==> src/rtl/steer_pkg.sv <==
package steer_pkg;
   localparam int PIPE_N  = 4;
   localparam int KIND_W  = 3;
   localparam int P_CPLX  = 0;
   localparam int P_SIMP  = 1;
   localparam int P_MEM   = 2;
   localparam int P_FLT   = 3;

   typedef enum logic [KIND_W-1:0] {
      K_ALU  = 3'd0,
      K_CPLX = 3'd1,
      K_MEM  = 3'd2,
      K_FLT  = 3'd3,
      K_ATOM = 3'd4,
      K_SYNC = 3'd5,
      K_RSV6 = 3'd6,
      K_RSV7 = 3'd7
   } kind_e;
endpackage

==> src/rtl/steer_pick.sv <==
module steer_pick
   import steer_pkg::*;
#(
   parameter bit PREFER_SIMPLE = 1'b1,
   parameter bit ALLOW_ATOM    = 1'b1
) (
   input  logic              vld,
   input  logic [KIND_W-1:0] kind,
   input  logic [PIPE_N-1:0] free,
   output logic              gnt,
   output logic [PIPE_N-1:0] claim
);
   logic [PIPE_N-1:0] alu_mask;
   logic [PIPE_N-1:0] need;
   logic              kind_ok;

   generate
      if (PREFER_SIMPLE) begin : g_pref_simple
         always_comb begin
            alu_mask = '0;
            if (free[P_SIMP]) alu_mask[P_SIMP] = 1'b1;
            else              alu_mask[P_CPLX] = 1'b1;
         end
      end else begin : g_pref_cplx
         always_comb begin
            alu_mask = '0;
            if (free[P_CPLX]) alu_mask[P_CPLX] = 1'b1;
            else              alu_mask[P_SIMP] = 1'b1;
         end
      end
   endgenerate

   always_comb begin
      need    = '0;
      kind_ok = 1'b1;
      case (kind_e'(kind))
         K_ALU:  need = alu_mask;
         K_MEM:  need[P_MEM] = 1'b1;
         K_FLT:  need[P_FLT] = 1'b1;
         K_ATOM: begin
            need[P_MEM]  = 1'b1;
            need[P_CPLX] = 1'b1;
            kind_ok      = ALLOW_ATOM;
         end
         K_SYNC: begin
            need[P_MEM]  = 1'b1;
            need[P_CPLX] = 1'b1;
            need[P_FLT]  = 1'b1;
         end
         default: need[P_CPLX] = 1'b1;
      endcase
   end

   assign gnt   = vld && kind_ok && ((need & ~free) == '0);
   assign claim = gnt ? need : '0;
endmodule

==> src/rtl/hold_slot.sv <==
module hold_slot (
   input  logic clk,
   input  logic rst_n,
   input  logic take,
   input  logic rdy,
   output logic busy
);
   logic busy_q;

   always_ff @(posedge clk) begin
      if (!rst_n) busy_q <= 1'b0;
      else        busy_q <= take | (busy_q & ~rdy);
   end

   assign busy = busy_q;


   no_overflow_chk: assert property (@(posedge clk) disable iff (!rst_n)
      take |-> !busy_q);

   hold_wait_chk: assert property (@(posedge clk) disable iff (!rst_n)
      busy_q && !rdy |=> busy_q);

   hold_drain_chk: assert property (@(posedge clk) disable iff (!rst_n)
      busy_q && rdy |=> !busy_q);
endmodule

==> src/rtl/pipe_steer.sv <==
module pipe_steer
   import steer_pkg::*;
#(
   parameter bit PREFER_SIMPLE = 1'b1
) (
   input  logic              clk,
   input  logic              rst_n,
   input  logic              s0_vld,
   input  logic [KIND_W-1:0] s0_kind,
   input  logic              s1_vld,
   input  logic [KIND_W-1:0] s1_kind,
   input  logic [PIPE_N-1:0] pipe_rdy,
   output logic              s0_gnt,
   output logic [PIPE_N-1:0] s0_pipe,
   output logic              s1_gnt,
   output logic [PIPE_N-1:0] s1_pipe,
   output logic [PIPE_N-1:0] hold_busy
);
   localparam int NP = PIPE_N;

   generate
      if (NP != 4) begin : g_bad_np
         $error("pipe_steer: exactly four pipes are supported");
      end
   endgenerate

   logic [NP-1:0] busy;
   logic [NP-1:0] free0, free1;
   logic [NP-1:0] claim0, claim1;
   logic          gnt0, gnt1;

   assign free0 = ~busy;
   assign free1 = ~busy & ~claim0;

   steer_pick #(.PREFER_SIMPLE(PREFER_SIMPLE), .ALLOW_ATOM(1'b1)) u_pick0 (
      .vld(s0_vld), .kind(s0_kind), .free(free0), .gnt(gnt0), .claim(claim0));

   steer_pick #(.PREFER_SIMPLE(PREFER_SIMPLE), .ALLOW_ATOM(1'b0)) u_pick1 (
      .vld(s1_vld & gnt0), .kind(s1_kind), .free(free1), .gnt(gnt1), .claim(claim1));

   for (genvar i = 0; i < NP; i++) begin : g_hold
      hold_slot u_hold (
         .clk(clk), .rst_n(rst_n), .take(claim0[i] | claim1[i]),
         .rdy(pipe_rdy[i]), .busy(busy[i]));
   end

   assign s0_gnt    = gnt0;
   assign s1_gnt    = gnt1;
   assign s0_pipe   = claim0;
   assign s1_pipe   = claim1;
   assign hold_busy = busy;


   s1_order_chk: assert property (@(posedge clk) disable iff (!rst_n)
      s1_gnt |-> s0_gnt);

   claim_disjoint_chk: assert property (@(posedge clk) disable iff (!rst_n)
      (s0_pipe & s1_pipe) == '0);

   atom_slot1_chk: assert property (@(posedge clk) disable iff (!rst_n)
      s1_vld && s1_kind == K_ATOM |-> !s1_gnt);

   idle_pipe0_chk: assert property (@(posedge clk) disable iff (!rst_n)
      !s0_gnt |-> s0_pipe == '0);

   idle_pipe1_chk: assert property (@(posedge clk) disable iff (!rst_n)
      !s1_gnt |-> s1_pipe == '0);

   busy_after_gnt_chk: assert property (@(posedge clk) disable iff (!rst_n)
      s0_gnt |=> (hold_busy & $past(s0_pipe)) == $past(s0_pipe));
endmodule

==> config.mk <==
export PLATFORM = sky130hd
export DESIGN_NAME = pipe_steer
export DESIGN_NICKNAME = d
export VERILOG_FILES = /design/src/rtl/steer_pkg.sv /design/src/rtl/steer_pick.sv /design/src/rtl/hold_slot.sv /design/src/rtl/pipe_steer.sv
export SDC_FILE = /design/constraint.sdc
export NUM_CORES = 1
export LEC_CHECK = 0
export ABC_CLOCK_PERIOD_IN_PS = 4300
export CORE_AREA = 8 8 45 47
export DETAILED_ROUTE_END_ITERATION = 7
export DIE_AREA = 0 0 53 55
export PLACE_DENSITY = 0.72
export SLEW_MARGIN = 20
export SYNTH_ARGS = -nofsm -noshare
export SYNTH_HDL_FRONTEND = slang
export SYNTH_SLANG_ARGS = --single-unit
export TNS_END_PERCENT = 50
==> constraint.sdc <==
create_clock -name clk -period 4.3 [get_ports clk]
set_clock_uncertainty 0.1 [all_clocks]
set_input_delay 0.645 -clock clk [delete_from_list [all_inputs] [get_ports clk]]
set_output_delay 0.645 -clock clk [all_outputs]
set_load 0.02 [all_outputs]
* Word level (Yosys, flattened, before mapping)
Cells that the tools add are included.
Word-level totals: bits of input ports 14, output and inout port bits 14, flip-flop bits (word level) 4, word-level logic and storage cells 64
Operators by class: muxes and demuxes 15, bitwise logic cells 24, equal/unequal tests 8, reduce and logical (&&, ||, !) cells 13
Operator list (number):
- NOT 4 bit | 4
- AND 4 bit | 3
- == test 3 x 2 -> 1 bit (second input constant) | 4
- == test 3 bit (second input constant) | 4
- two-way mux 1 bit | 11
- logical NOT 4 bit | 2
- two-way mux 4 bit | 2
- bitwise OR 1 bit | 8
- OR reduction 2 bit | 4
- logical NOT 3 bit | 2
- OR reduction 3 bit | 2
- AND 1 bit | 5
- NOT 1 bit | 4
- case mux 1 bit (2 select lines) | 2
- logical AND 1 bit | 3

* Logic depth before layout (Yosys ltp)
Gate-level depths: netlist (run 1).
depth after elaboration 17, gate-level depth with buffers 6, depth with buffers taken out 5

* Hierarchy
Synthesis (run 1) repeated with hierarchy kept, for this count alone.
Second synthesis, totals: cell total of the unflattened synthesis 71, area total of the unflattened synthesis 529.3 um2
By module, submodules not included:
- hold_slot | cells an instance 3, times used 4, area an instance 41.3 um2, seq. area each 20.0 um2
- steer_pick at u_pick1 | cells an instance 23, times used 1, area an instance 160.2 um2, seq. area each 0.0 um2
- steer_pick at u_pick0 | cells an instance 23, times used 1, area an instance 142.6 um2, seq. area each 0.0 um2
- pipe_steer | cells an instance 13, times used 1, area an instance 61.3 um2, seq. area each 0.0 um2

* Worst setup path after synthesis (run 1)
OpenSTA, ideal clock, no wires.
path kind in2out, start input s1_kind[0], end output s1_pipe[1], arrival time 2.472 ns, cell stages on the path 6, data required time 3.555 ns, setup slack 1.083 ns, buffers on the path 1, path through nor3_1 > a21oi_1 > maj3_1 > or4b_1 > buf_2 > nor4b_2
Between the ends: cells in the longest elaborated chain, start to end 7, elaborated cells on any way between the ends 18, classes of those cells eq/ne: 4; mux: 6; bitwise: 1; reduce/logical: 7
Ends and longest elaborated chain:
- from (decl) | RTL line pipe_steer.sv:11 | input logic [KIND_W-1:0] s1_kind,
- == test 3 x 2 -> 1 bit or == test 3 bit (tied branches) | RTL line steer_pick.sv:36 | case (kind_e'(kind))
- OR reduction 2 bit (no line) or OR reduction 3 bit (tied branches)
- case mux 1 bit (2 select lines) or two-way mux 1 bit (tied branches) | RTL line steer_pick.sv:36
- AND 4 bit | RTL line steer_pick.sv:54 | assign gnt = vld && kind_ok && ((need & ~free) == '0);
- logical NOT 4 bit | RTL line steer_pick.sv:54
- logical AND 1 bit | RTL line steer_pick.sv:54
- two-way mux 4 bit (*) | RTL line steer_pick.sv:55 | assign claim = gnt ? need : '0;
- to (decl) | RTL line pipe_steer.sv:16 | output logic [PIPE_N-1:0] s1_pipe,
Mark *: on every way between the ends. The rest lies on a longest branch, timed or not.

* Final worst setup path (run 1)
start input s0_kind[1], end output s1_pipe[1]
Between the ends: cells in the longest elaborated chain, start to end 15, elaborated cells on any way between the ends 29, classes of those cells eq/ne: 4; mux: 10; bitwise: 6; reduce/logical: 9
Ends and longest elaborated chain:
- from (decl) | RTL line pipe_steer.sv:9 | input logic [KIND_W-1:0] s0_kind,
- == test 3 x 2 -> 1 bit or == test 3 bit (tied branches) | RTL line steer_pick.sv:36
- OR reduction 2 bit (no line) or OR reduction 3 bit (tied branches)
- case mux 1 bit (2 select lines) or two-way mux 1 bit (tied branches) | RTL line steer_pick.sv:36
- AND 4 bit | RTL line steer_pick.sv:54
- logical NOT 4 bit | RTL line steer_pick.sv:54
- logical AND 1 bit | RTL line steer_pick.sv:54
- two-way mux 4 bit | RTL line steer_pick.sv:55
- NOT 4 bit | RTL line pipe_steer.sv:33 | assign free1 = ~busy & ~claim0;
- AND 4 bit | RTL line pipe_steer.sv:33
- two-way mux 1 bit | RTL line steer_pick.sv:21 | if (free[P_SIMP]) alu_mask[P_SIMP] = 1'b1;
- case mux 1 bit (2 select lines) or two-way mux 1 bit (tied branches) | RTL line steer_pick.sv:36
- AND 4 bit | RTL line steer_pick.sv:54
- logical NOT 4 bit | RTL line steer_pick.sv:54
- logical AND 1 bit | RTL line steer_pick.sv:54
- two-way mux 4 bit (*) | RTL line steer_pick.sv:55
Marked as above.

==> results.sh, run 1 <==
export IMPL_multi_input_comb_area_sq_um=315
export IMPL_ys_flop_type="dfxtp_1"
export IMPL_hold_buffers=0
export IMPL_gp_congestion=0.787
export IMPL_clock_latency_ns=0.24
export IMPL_clockPowerShare=0.294
export IMPL_setup_violations=0
export IMPL_hold_viol=0
export IMPL_path_class="primary input to output port"
export IMPL_cts_tree="yes"
export IMPL_synthTopCellsByArea="dfxtp_1 17%, nor2b_1 9.6%, buf_4 6.6%"
export IMPL_clk_path_buf_depth=2
export IMPL_yosysTopAreaCell="dfxtp_1"
export IMPL_drt_wl_total_microns=1400
export IMPL_ys_seq_area_frac=0.175
export IMPL_nNetsFinal=107
export IMPL_mappedNetlistArea_sq_um=458
export IMPL_remaining_drc_errors=0
export IMPL_start_util=0.331
export IMPL_vias=536
export IMPL_synth_common_cells="7 x inv_1, 7 x nor2b_1, 6 x nor2_1"
export IMPL_clock_sink_count=4
export IMPL_viasPerCell=5.01
export IMPL_dp_slack_ns=0.114
export IMPL_max_slew_margin=0.786
export IMPL_pwr_share_comb=0.439
export IMPL_num_rows=14
export IMPL_min_path_type="flop to flop"
export IMPL_whs_endpoint="g_hold[3].u_hold.busy"
export IMPL_postLayoutSetupSlackWorst_ns=0.152
export IMPL_rsz0062_at_grt="false"
export IMPL_period_needed_ns=4.15
export IMPL_yosysUniqueCellTypes=33
export IMPL_cts_setup_buffers=0
export IMPL_internal_power_uw=109
export IMPL_synthDominantCellAreaShare=0.175
export IMPL_tns_ns=0
export IMPL_ant_nets=0
export IMPL_max_slew_worst_pin_slew_ns=0.321
export IMPL_status="finished clean"
export IMPL_netlist_instances=64
export IMPL_drt_iter0_markers=6
export IMPL_clk_pin_slew_ns=0.04
export IMPL_grt_pass1_vias=522
export IMPL_cp_max_fo=6
export IMPL_p_per_area_mw_per_mm2=216
export IMPL_synth_area_per_cell_sq_um=7.16
export IMPL_rr_worst_depth=6
export IMPL_cts_buffers=3
export IMPL_irDropWorstVdd_mv=0.0933
export IMPL_boundaryPins=28
export IMPL_hold_path_depth=3
export IMPL_largest_register_ffs=4
export IMPL_cp_required_ns=3.56
export IMPL_p_leak_uw=0.000293
export IMPL_dp_hpwl_microns=1160
export IMPL_core_area_sq_mm=0.00138
export IMPL_async_flop_share=0
export IMPL_synth_seq_cells=4
export IMPL_seqPwrFrac=0.267
export IMPL_grt_pass1_wl_microns=2220
export IMPL_gr_usage_all_layers=0.0982
export IMPL_drive_gt1_frac=0.110
export IMPL_drt_wirelength_per_cell_microns=13.1
export IMPL_grt_max_degree=8
export IMPL_die_h_microns=55
export IMPL_overflow=0
export IMPL_fill_cells=148
export IMPL_switching_share=0.329
export IMPL_slew_violations=0
export IMPL_cts_root_buffer="clkbuf_4"
export IMPL_max_freq_mhz=241
export IMPL_diodes=0
export IMPL_synth_edf_count=0
export IMPL_drv_cap=0
export IMPL_endpoint_kind="output port"
export IMPL_arrival_ns=3.40
export IMPL_r2r_slack_ns=2.05
export IMPL_fp_dieW_microns=53
export IMPL_first_pass_iters=4
export IMPL_port_buffers=27
export IMPL_h_tree_depth=1
export IMPL_areaGrowthSynthToFinish_pct=64.5
export IMPL_antenna_found_initial=0
export IMPL_design_die_area_sq_mm=0.00292
export IMPL_r2r_start="g_hold[1].u_hold.busy"
export IMPL_worstSetupStartpointType="primary input"
export IMPL_switchingPower_uw=53.5
export IMPL_final_period_utilization=0.965
export IMPL_synth_nets=78
export IMPL_seq_area_sq_um=80.1
export IMPL_r2r_end="g_hold[2].u_hold.busy"
export IMPL_yosysWarnings=0
export IMPL_min_delay_start="g_hold[3].u_hold.busy"
## layer usage
metal  GRT usage  vias up  wire (microns)
met3      0.0214        2             112
met2       0.174       21             661
met5           0        -               0
li1            -      277               -
met1       0.107      236             618
met4      0.0517        0              10
## stage by stage
step	utilization	power, uW	instance area, sq um	instances	hold WS (ns)
after floorplan	-	82.1	458	64	0.491
after global placement	0.526	115	728	104	0.544
after detailed placement	0.526	115	728	104	0.544
after CTS	0.542	164	751	107	0.563
after global routing	0.544	174	753	107	0.587
final	0.544	162	753	107	0.555
## how the worst max path moves through the flow
| stage | from | to | slack, ns | depth (start not counted) |
|---|---|---|---|---|
| after floorplan | s1_kind[0] | s1_pipe[1] | 1.08 | 6 |
| after global placement | s1_kind[1] | s1_pipe[1] | 0.15 | 7 |
| after detailed placement | s1_kind[1] | s1_pipe[1] | 0.11 | 7 |
| after CTS | s1_kind[1] | s1_pipe[1] | 0.11 | 7 |
| after global routing | s1_kind[2] | s1_pipe[1] | 0.004 | 7 |
| final | s0_kind[1] | s1_pipe[1] | 0.15 | 7 |
## layout by cell type (no fill, tap or decap), types with 3 or more instances in the layout
cell	n
nor2b_1	6
clkbuf_4	3
o21ai_0	3
nor2_1	6
dfxtp_1	4
clkdlybuf4s50_1	27
nand2_1	3
inv_1	7
## cell families (layout without fill, tap and decap cells)
family,Yosys count,in the layout,synth area share
compound gates,17,17,0.260
xor+xnor,1,1,0.0191
fa+ha+maj,2,2,0.0464
buf+inv,13,40,0.142
flops,4,4,0.175
simple gates,27,27,0.358
## critical path: stages
cell,delay [ns]
clkdlybuf4s50_1,0.55
o21ba_2,0.19
or2_1,0.21
maj3_1,0.32
or4b_1,0.57
nor4b_2,0.28
clkdlybuf4s50_1,0.64
## layout make-up
cell class	count	area share
Multi-Input combinational cell	47	0.419
Clock buffer	3	0.0299
Inverter	8	0.0399
Tap cell	16	0.0266
Timing Repair Buffer	29	0.379
Sequential cell	4	0.106
## repair_timing
item,CTS,global route
setup endpoints to repair,0,1
hold endpoints to repair,0,0
resized for setup,0,1
## power by group through the flow
stage	sequential (uW)	clock [uW]	combinational (uW)
global placement	43.9	0	71.0
global route	43.9	52.7	77.4
CTS	43.4	49.2	71.7
detailed placement	43.9	0	71.5
finish	43.4	47.7	71.3
floorplan	42.8	0	39.4
Note: power is estimated with default switching activity, not from simulation.
==> run 2, diff against run 1 <==
--- a/config.mk
+++ b/config.mk
@@ -6,6 +6,7 @@
 export NUM_CORES = 1
 export LEC_CHECK = 0
 export ABC_CLOCK_PERIOD_IN_PS = 4300
+export CAP_MARGIN = 15
 export CORE_AREA = 8 8 45 47
 export DETAILED_ROUTE_END_ITERATION = 7
 export DIE_AREA = 0 0 53 55
==> results of run 2 <==
Same layout as run 1: the final DEF is identical, and so are final timing and power.
